## src/rtl/ser_pkg.sv

```systemverilog
package ser_pkg;
  // control-to-datapath strobes
  typedef struct packed {
    logic load;      // take a new parallel character on this edge
    logic readHigh;  // read pulse level for this bit time
  } serStrobes_t;
endpackage

```

## src/rtl/serCtrl.sv

```systemverilog
module serCtrl
  import ser_pkg::*;
#(
  parameter int WORD_W = 10,
  localparam int CNT_W = $clog2(WORD_W),
  localparam int HALF  = WORD_W / 2
) (
  input  logic        bitClk,
  input  logic        rstN,
  output serStrobes_t strobes
);
  localparam logic [CNT_W-1:0] LAST = CNT_W'(WORD_W - 1);

  logic [CNT_W-1:0] phaseCnt;

  always_ff @(posedge bitClk or negedge rstN) begin
    if (!rstN)                phaseCnt <= '0;
    else if (phaseCnt == LAST) phaseCnt <= '0;
    else                      phaseCnt <= phaseCnt + 1'b1;
  end

  always_comb begin
    strobes.load     = (phaseCnt == LAST);
    strobes.readHigh = (phaseCnt < CNT_W'(HALF));
  end


  cnt_step_chk: assert property (@(posedge bitClk) disable iff (!rstN)
    (phaseCnt != LAST) |=> (phaseCnt == $past(phaseCnt) + 1'b1));


  cnt_wrap_chk: assert property (@(posedge bitClk) disable iff (!rstN)
    strobes.load |=> (phaseCnt == '0));


  read_fall_chk: assert property (@(posedge bitClk) disable iff (!rstN)
    (phaseCnt == CNT_W'(HALF - 1)) |=> !strobes.readHigh);
endmodule

```

## src/rtl/serDatapath.sv

```systemverilog
module serDatapath
  import ser_pkg::*;
#(
  parameter int WORD_W  = 10,
  parameter int GATED_N = 2
) (
  input  logic               bitClk,
  input  logic               rstN,
  input  serStrobes_t        strobes,
  input  logic [WORD_W-1:0]  parWord,
  input  logic               outOff,
  output logic [GATED_N-1:0] gatedOut,
  output logic               loopOut
);
  logic [WORD_W-1:0] shiftReg;
  logic              serialBit;

  always_ff @(posedge bitClk or negedge rstN) begin
    if (!rstN)             shiftReg <= '0;
    else if (strobes.load) shiftReg <= parWord;
    else                   shiftReg <= {1'b0, shiftReg[WORD_W-1:1]};
  end

  assign serialBit = shiftReg[0];
  assign loopOut   = serialBit;

  for (genvar g = 0; g < GATED_N; g++) begin : g_gate
    assign gatedOut[g] = serialBit & ~outOff;
  end


  shift_order_chk: assert property (@(posedge bitClk) disable iff (!rstN)
    !strobes.load |=> (serialBit == $past(shiftReg[1])));


  load_first_chk: assert property (@(posedge bitClk) disable iff (!rstN)
    strobes.load |=> (serialBit == $past(parWord[0])));


  gate_off_chk: assert property (@(posedge bitClk) disable iff (!rstN)
    outOff |-> (gatedOut == '0));
endmodule

```

## src/rtl/serTenToOne.sv

```systemverilog
module serTenToOne
  import ser_pkg::*;
#(
  parameter int WORD_W = 10
) (
  input  logic              bitClk,
  input  logic              rstN,
  input  logic [WORD_W-1:0] parWord,
  input  logic              outOff,
  output logic              readPulse,
  output logic              serOutA,
  output logic              serOutB,
  output logic              serOutC
);
  serStrobes_t strobes;
  logic [1:0]  gatedOut;

  serCtrl #(.WORD_W(WORD_W)) u_ctrl (
    .bitClk (bitClk),
    .rstN   (rstN),
    .strobes(strobes)
  );

  serDatapath #(.WORD_W(WORD_W), .GATED_N(2)) u_dp (
    .bitClk  (bitClk),
    .rstN    (rstN),
    .strobes (strobes),
    .parWord (parWord),
    .outOff  (outOff),
    .gatedOut(gatedOut),
    .loopOut (serOutC)
  );

  assign readPulse = strobes.readHigh;
  assign serOutA   = gatedOut[0];
  assign serOutB   = gatedOut[1];


  read_rise_chk: assert property (@(posedge bitClk) disable iff (!rstN)
    $rose(readPulse) |-> $past(strobes.load));


  copy_match_chk: assert property (@(posedge bitClk) disable iff (!rstN)
    !outOff |-> (serOutA == serOutC && serOutB == serOutC));
endmodule

```

## config.mk

```make
export PLATFORM = sky130hd
export DESIGN_NAME = serTenToOne
export DESIGN_NICKNAME = d
export VERILOG_FILES = /design/src/rtl/ser_pkg.sv /design/src/rtl/serCtrl.sv /design/src/rtl/serDatapath.sv /design/src/rtl/serTenToOne.sv
export SDC_FILE = /design/constraint.sdc
export NUM_CORES = 1
export LEC_CHECK = 0
export BUFFER_PORTS_ARGS = -buffer_cell sky130_fd_sc_hd__clkbuf_2
export CAP_MARGIN = 0
export CORE_AREA = 3 3 40 42
export CTS_CLUSTER_SIZE = 16
export DETAILED_ROUTE_END_ITERATION = 16
export DIE_AREA = 0 0 43 45
export PLACE_DENSITY = 0.67
export SLEW_MARGIN = 30
export SYNTH_ARGS = -nofsm -noshare
export SYNTH_HDL_FRONTEND = slang
export SYNTH_SLANG_ARGS = --single-unit
```

## constraint.sdc

```tcl
create_clock -name bitClk -period 3.1 [get_ports bitClk]
set_input_delay 0.62 -clock bitClk [delete_from_list [all_inputs] [get_ports bitClk]]
set_output_delay 0.62 -clock bitClk [all_outputs]
set_load 0.01 [all_outputs]
```

==> impl_metrics.toml, run 1 <==
[outcome]
status = "completed"

[drt]
wl_per_cell_um = 11.4
met2_length_um = 393
vias = 360
highest_layer = "met3"
drc = 0
drt_wl_total_um = 846
drt_iter0_drc = 3
wl_met1_um = 343
ant_nets = 0
viasPerCell = 4.86
dr_wl_met3_um = 109
first_pass_iters = 4

[sta]
max_slew_margin_pct = 54.0
holdWs_ns = 0.230
slew_viol_final = 0
setup_viol = 0
clock-skew-final_ns = 0.00363
rsz0062_at_grt = "no"
fmax_mhz = 578
setup_tns_ns = 0
hold_viol_final = 0
tightest_slew_ns = 0.687
layout_min_cycle_time_ns = 1.73
period_share_pct = 55.8

[floorplanning]
start_util_pct = 45.0
die-area_sq_mm = 0.00194
fp.dieH_um = 45
io_pins = 17
coreArea_sq_mm = 0.00128
dieWidth_um = 43
rows = 13

[synthesis]
synth_area_leaders = "dfrtp_1, mux2_2, nor2_1, nor2b_4, nor3b_2"
synth.area.mux_share_pct = 19.5
synth_compound_area_share_pct = 2.81
syn-cell-area_sq_um = 578
synth_edf_count = 0
synth_top_family_by_area = "multiplexers"
syn-num-nets = 54
syn_area_per_cell_sq_um = 14.1
ys_seq_area_share_pct = 60.6
synthSimpleGateAreaFrac_pct = 11.0
synthAdderAreaFrac_pct = 0
synthArstFlopShare_pct = 100
yosysMostFrequentCell = "dfrtp_1"
syn_inst = 41
yosysUniqueCellTypes = 15
yosys.area.top_type = "dfrtp_1"
yosysWarnings = 0
ys.flop_type = "dfrtp_1"
ys_ff_latch = 14
synth_common_cells = "dfrtp_1, mux2_2, nor2_1"
synth-xor-area-share_pct = 1.52
synth_top_area_share_pct = 60.6

[layout]
multi_input_area_sq_um = 201
nets = 73
num_antenna_cells = 0
drive_gt1_share_pct = 57.6
area_growth_syn_to_layout_pct = 20.1
fillCellCount = 114
final-seq-area_sq_um = 350
final_area_sq_um = 694

[clock_network]
path_clk_slew_ns = 0.08
clockRootBuffer = "clkbuf_4"
tritoncts = "yes"
post-cts-setup-buffers = 0
post_cts_resized = 0
cts_max_path_buffers = 2
clock_latency_ns = 0.27
cts_buffers = 3
ctsHoldBuffers = 0
clock_sinks = 14
cts.htree.levels = 1

[setup_path]
crit_type = "flip-flop to output pin"
critPathMaxStageDelay_ns = 0.45
worst_path_most_repeated_cell = "nor2_1"
end_kind = "output pin"
worstSetupEndpoint = "readPulse"
cp.arrival_ns = 1.11
r2r-end = "u_dp.shiftReg[4]"
path_cells = "nor2_1 -> nor2_1 -> nor2_1 -> clkbuf_2"
path_buf_inv = 1
reg2reg_depth = 3
cp_data_required_time_ns = 2.48
path_max_fanout = 7
cpLargestDelayFamily = "flip-flops"
r2r_start = "u_ctrl.phaseCnt[2]"
critPathLaunch = "u_ctrl.phaseCnt[1]"
cpMaxStageDelayCell = "dfrtp_1"
crit_cells = 4
r2r_slack_ns = 1.41
worstSetupStartpointType = "flip-flop"

[power]
ir_drop_mv = 0.376
total_power_mw = 0.330
power.density_mw_per_mm2 = 475
p_leak_nw = 0.375

[place]
place_area_sq_um = 658
port-buffer-count = 16
place.gp.congestion = 0.641

[grt]
grt_max_degree = 15
grt_pass1_wl_mm = 1.36
track_usage_pct = 9.78
antenna_found_initial = 0
grt-ovfl-total = 0
grt_pass1_vias = 348

[flow_run]
cap_violations = 0

[worst_hold_path]
hold_class = "input port to asynchronous set/reset pin"
## how the worst min path moves through the flow
stage	slack, ns	start	to	depth (start not counted)
final	0.23	rstN	u_dp.shiftReg[0]	1
after global routing	0.23	rstN	u_dp.shiftReg[0]	1
after floorplan	0.32	rstN	u_ctrl.phaseCnt[0]	0
after global placement	0.46	u_dp.shiftReg[7]	u_dp.shiftReg[6]	1
after detailed placement	0.46	u_dp.shiftReg[7]	u_dp.shiftReg[6]	1
after CTS	0.24	rstN	u_dp.shiftReg[0]	1
## layer usage
layer | GRT usage [%] | vias up
met5 | 0 | -
met4 | 0 | 0
met3 | 7.97 | 0
met2 | 17.4 | 18
met1 | 9.49 | 171
li1 | - | 171
## worst register-to-register path: cells and delay by family (launching register included)
family        cells  cell delay [ns]
flops             1             0.43
simple gates      2             0.73
mux               1             0.42
## layout by cell type, fill, tap and decap left out
cell,n
clkbuf_8,1
xnor2_1,1
nor2b_1,1
nor3_1,1
and2_2,1
a221o_2,1
nand2_1,1
clkbuf_4,3
nor2_1,4
clkbuf_2,16
o21ai_0,1
nor2b_4,1
inv_1,2
mux2_2,10
dfrtp_1,14
nor3b_2,1
## area by class of cell
cell class	instances	area share, %
flip-flops and latches	14	50.5
multi-input cells	23	29.0
repair buffers	16	11.5
clock buffers	4	5.23
well taps	15	2.70
inverters	2	1.08
## sequential cells by signal (all words and copies together), names as in the netlist
name / count
u_dp.shiftReg: 10
u_ctrl.phaseCnt: 4
## power by group
group | internal, mW | switching (mW) | total (mW) | leakage, nW
clock | 0.0714 | 0.0549 | 0.126 | 0.0210
combinational | 0.0114 | 0.00843 | 0.0199 | 0.167
sequential | 0.184 | 0.000227 | 0.184 | 0.187
## kinds of logic (layout without fill, tap and decap cells)
logic type | after synthesis | after routing
mux | 10 | 10
buf+inv | 4 | 22
xor+xnor | 1 | 1
compound gates | 2 | 2
simple gates | 10 | 10
flops | 14 | 14
## metrics by stage
step                      utilization (%)  std cells  setup WS [ns]
after floorplan                         -         41           1.48
after global placement               51.2         70           1.43
after detailed placement             51.2         70           1.38
after CTS                            54.0         74           1.37
after global routing                 54.0         74           1.29
final                                54.0         74           1.37
No activity file was read; power rests on OpenSTA's default activity.
==> run 2, diff against run 1 <==
==> constraint.sdc (replaced) <==
create_clock -name bitClk -period 1.74 [get_ports bitClk]
set_input_delay 0.348 -clock bitClk [delete_from_list [all_inputs] [get_ports bitClk]]
set_output_delay 0.348 -clock bitClk [all_outputs]
set_load 0.01 [all_outputs]
==> run 2 against run 1 <==
  * Critical path type unchanged
  * Worst hold slack better by 0.060 ns
  * Combinational power rose by 85%
  * First-iteration DRC count decreased by 33%
  * Setup slack worse by 1.1 ns
  * Sequential share of layout area down 1.2 points
  * Core utilization grew 1.4 points
  * Flip-flop and latch count unchanged
  * Final cell count is 2.7% higher
  * Total power up 78%
  * Critical endpoint unchanged
==> impl_metrics.toml, run 2 (synthesis results as in run 1) <==
[layout]
fillCellCount = 111
largest_registers = "u_dp.shiftReg: 10 flops, u_ctrl.phaseCnt: 4 flops"
final_cells = 76
layout_common_cells = "clkbuf_2, dfrtp_1, mux2_2"
final_area_sq_um = 712
largest_register_ffs = 10
num_antenna_cells = 0
nets = 75
area_growth_syn_to_layout_pct = 23.2
drive_gt1_share_pct = 57.4
final-seq-area_sq_um = 350
layout_commonest_cell = "clkbuf_2"
multi_input_area_sq_um = 201
top_register = "u_dp.shiftReg"

[drt]
first_pass_iters = 2
highest_layer = "met3"
viasPerCell = 4.46
drt_iter0_drc = 2
met2_length_um = 347
dr_wl_met3_um = 67
vias = 339
wl_per_cell_um = 10.8
drc = 0
drt_wl_total_um = 818
ant_nets = 0
wl_met1_um = 403

[power]
ir_drop_mv = 0.417
p_leak_nw = 0.383
power.density_mw_per_mm2 = 825

[sta]
tightest_slew_ns = 0.345
rsz0062_at_grt = "no"
layout_min_cycle_time_ns = 1.45
setup_tns_ns = 0
max_slew_margin_pct = 77.0
slew_viol_final = 0
clock-skew-final_ns = 0.00185
hold_viol_final = 0
fmax_mhz = 690
period_share_pct = 83.3
setup_viol = 0

[setup_path]
cpMaxStageDelayCell = "dfrtp_1"
critPathMaxStageDelay_ns = 0.45
worstSetupStartpointType = "flip-flop"
end_kind = "output pin"
path_buf_inv = 1
path_max_fanout = 7
crit_type = "flip-flop to output pin"
path_cells = "nor2_1 -> nor2_1 -> nor2_1 -> clkbuf_2"
r2r_start = "u_ctrl.phaseCnt[2]"
cpLargestDelayFamily = "flip-flops"
cp_data_required_time_ns = 1.39
worst_path_most_repeated_cell = "nor2_1"
critPathLaunch = "u_ctrl.phaseCnt[1]"
cp.arrival_ns = 1.10

[clock_network]
clock_latency_ns = 0.27
tritoncts = "yes"
post-cts-setup-buffers = 0
cts_buffers = 3
path_clk_slew_ns = 0.08
clockRootBuffer = "clkbuf_4"
cts_max_path_buffers = 2
cts.htree.levels = 1
clock_sinks = 14

[floorplanning]
dieWidth_um = 43
io_pins = 17
rows = 13
fp.dieH_um = 45
coreArea_sq_mm = 0.00128
start_util_pct = 45.0
die-area_sq_mm = 0.00194

[place]
port-buffer-count = 16
place.detailed.hpwl_um = 600
place_area_sq_um = 666
place.gp.congestion = 0.632
dpl.cell_count = 71

[worst_hold_path]
hold_class = "input port to flip-flop"
hold_start = "parWord[9]"

[grt]
grt_pass1_wl_mm = 1.40
track_usage_pct = 10.0
antenna_found_initial = 0
grt-ovfl-total = 0
grt_max_degree = 15
grt_pass1_vias = 358

[flow_run]
cap_violations = 0

[outcome]
status = "completed"
==> run 2: path summary, 6_finish.rpt <==
path	to	slack, ns	cells past startpoint
setup / recovery	readPulse	0.29	4
hold / removal	u_dp.shiftReg[9]	0.29	2
setup reg to reg	u_dp.shiftReg[7]	0.35	4
hold reg to reg	u_dp.shiftReg[5]	0.48	1
max in group asynchronous	u_ctrl.phaseCnt[2]	0.97	2
min in group asynchronous	u_dp.shiftReg[5]	0.52	2
==> run 2: layer usage <==
metal,global-route usage (%),vias up
met4,5.42,0
li1,-,176
met3,3.59,0
met1,11.7,150
met2,16.2,13
met5,0,-
==> run 2: power by group <==
| group | leakage [nW] | switching [mW] | internal, mW |
|---|---|---|---|
| Combinational | 0.175 | 0.0150 | 0.0218 |
| Sequential | 0.187 | 0.000428 | 0.327 |
| Clock | 0.0210 | 0.0957 | 0.127 |
==> run 2: layout make-up <==
| class | instances | area share [%] |
|---|---|---|
| repair buffers | 18 | 13.7 |
| flip-flops and latches | 14 | 49.2 |
| well taps | 15 | 2.64 |
| multi-input cells | 23 | 28.3 |
| inverters | 2 | 1.05 |
| clock buffers | 4 | 5.10 |
==> run 2: stage by stage <==
stage          hold WS, ns  utilization, %  setup slack, ns  power (mW)
3_5_place_dp         0.269            51.8            0.351       0.370
6_report             0.290            55.4            0.290       0.587
4_1_cts              0.279            55.4            0.273       0.602
5_1_grt              0.284            55.4            0.183       0.617
2_1_floorplan       0.0524               -            0.446       0.349
3_3_place_gp         0.267            51.8            0.375       0.370
==> run 2: repair_timing <==
| item | 4_1_cts | 5_1_grt |
|---|---|---|
| hold buffers | 1 | 0 |
| gates resized for setup | 0 | 0 |
| endpoints found under the hold margin | 14 | 0 |
==> run 2: worst register-to-register path, cell delays in order (launching register included) <==
cell and delay (ns):
dfrtp_1 0.43, nor2b_4 0.14, nor3b_2 0.16, buf_4 0.20, mux2_2 0.35
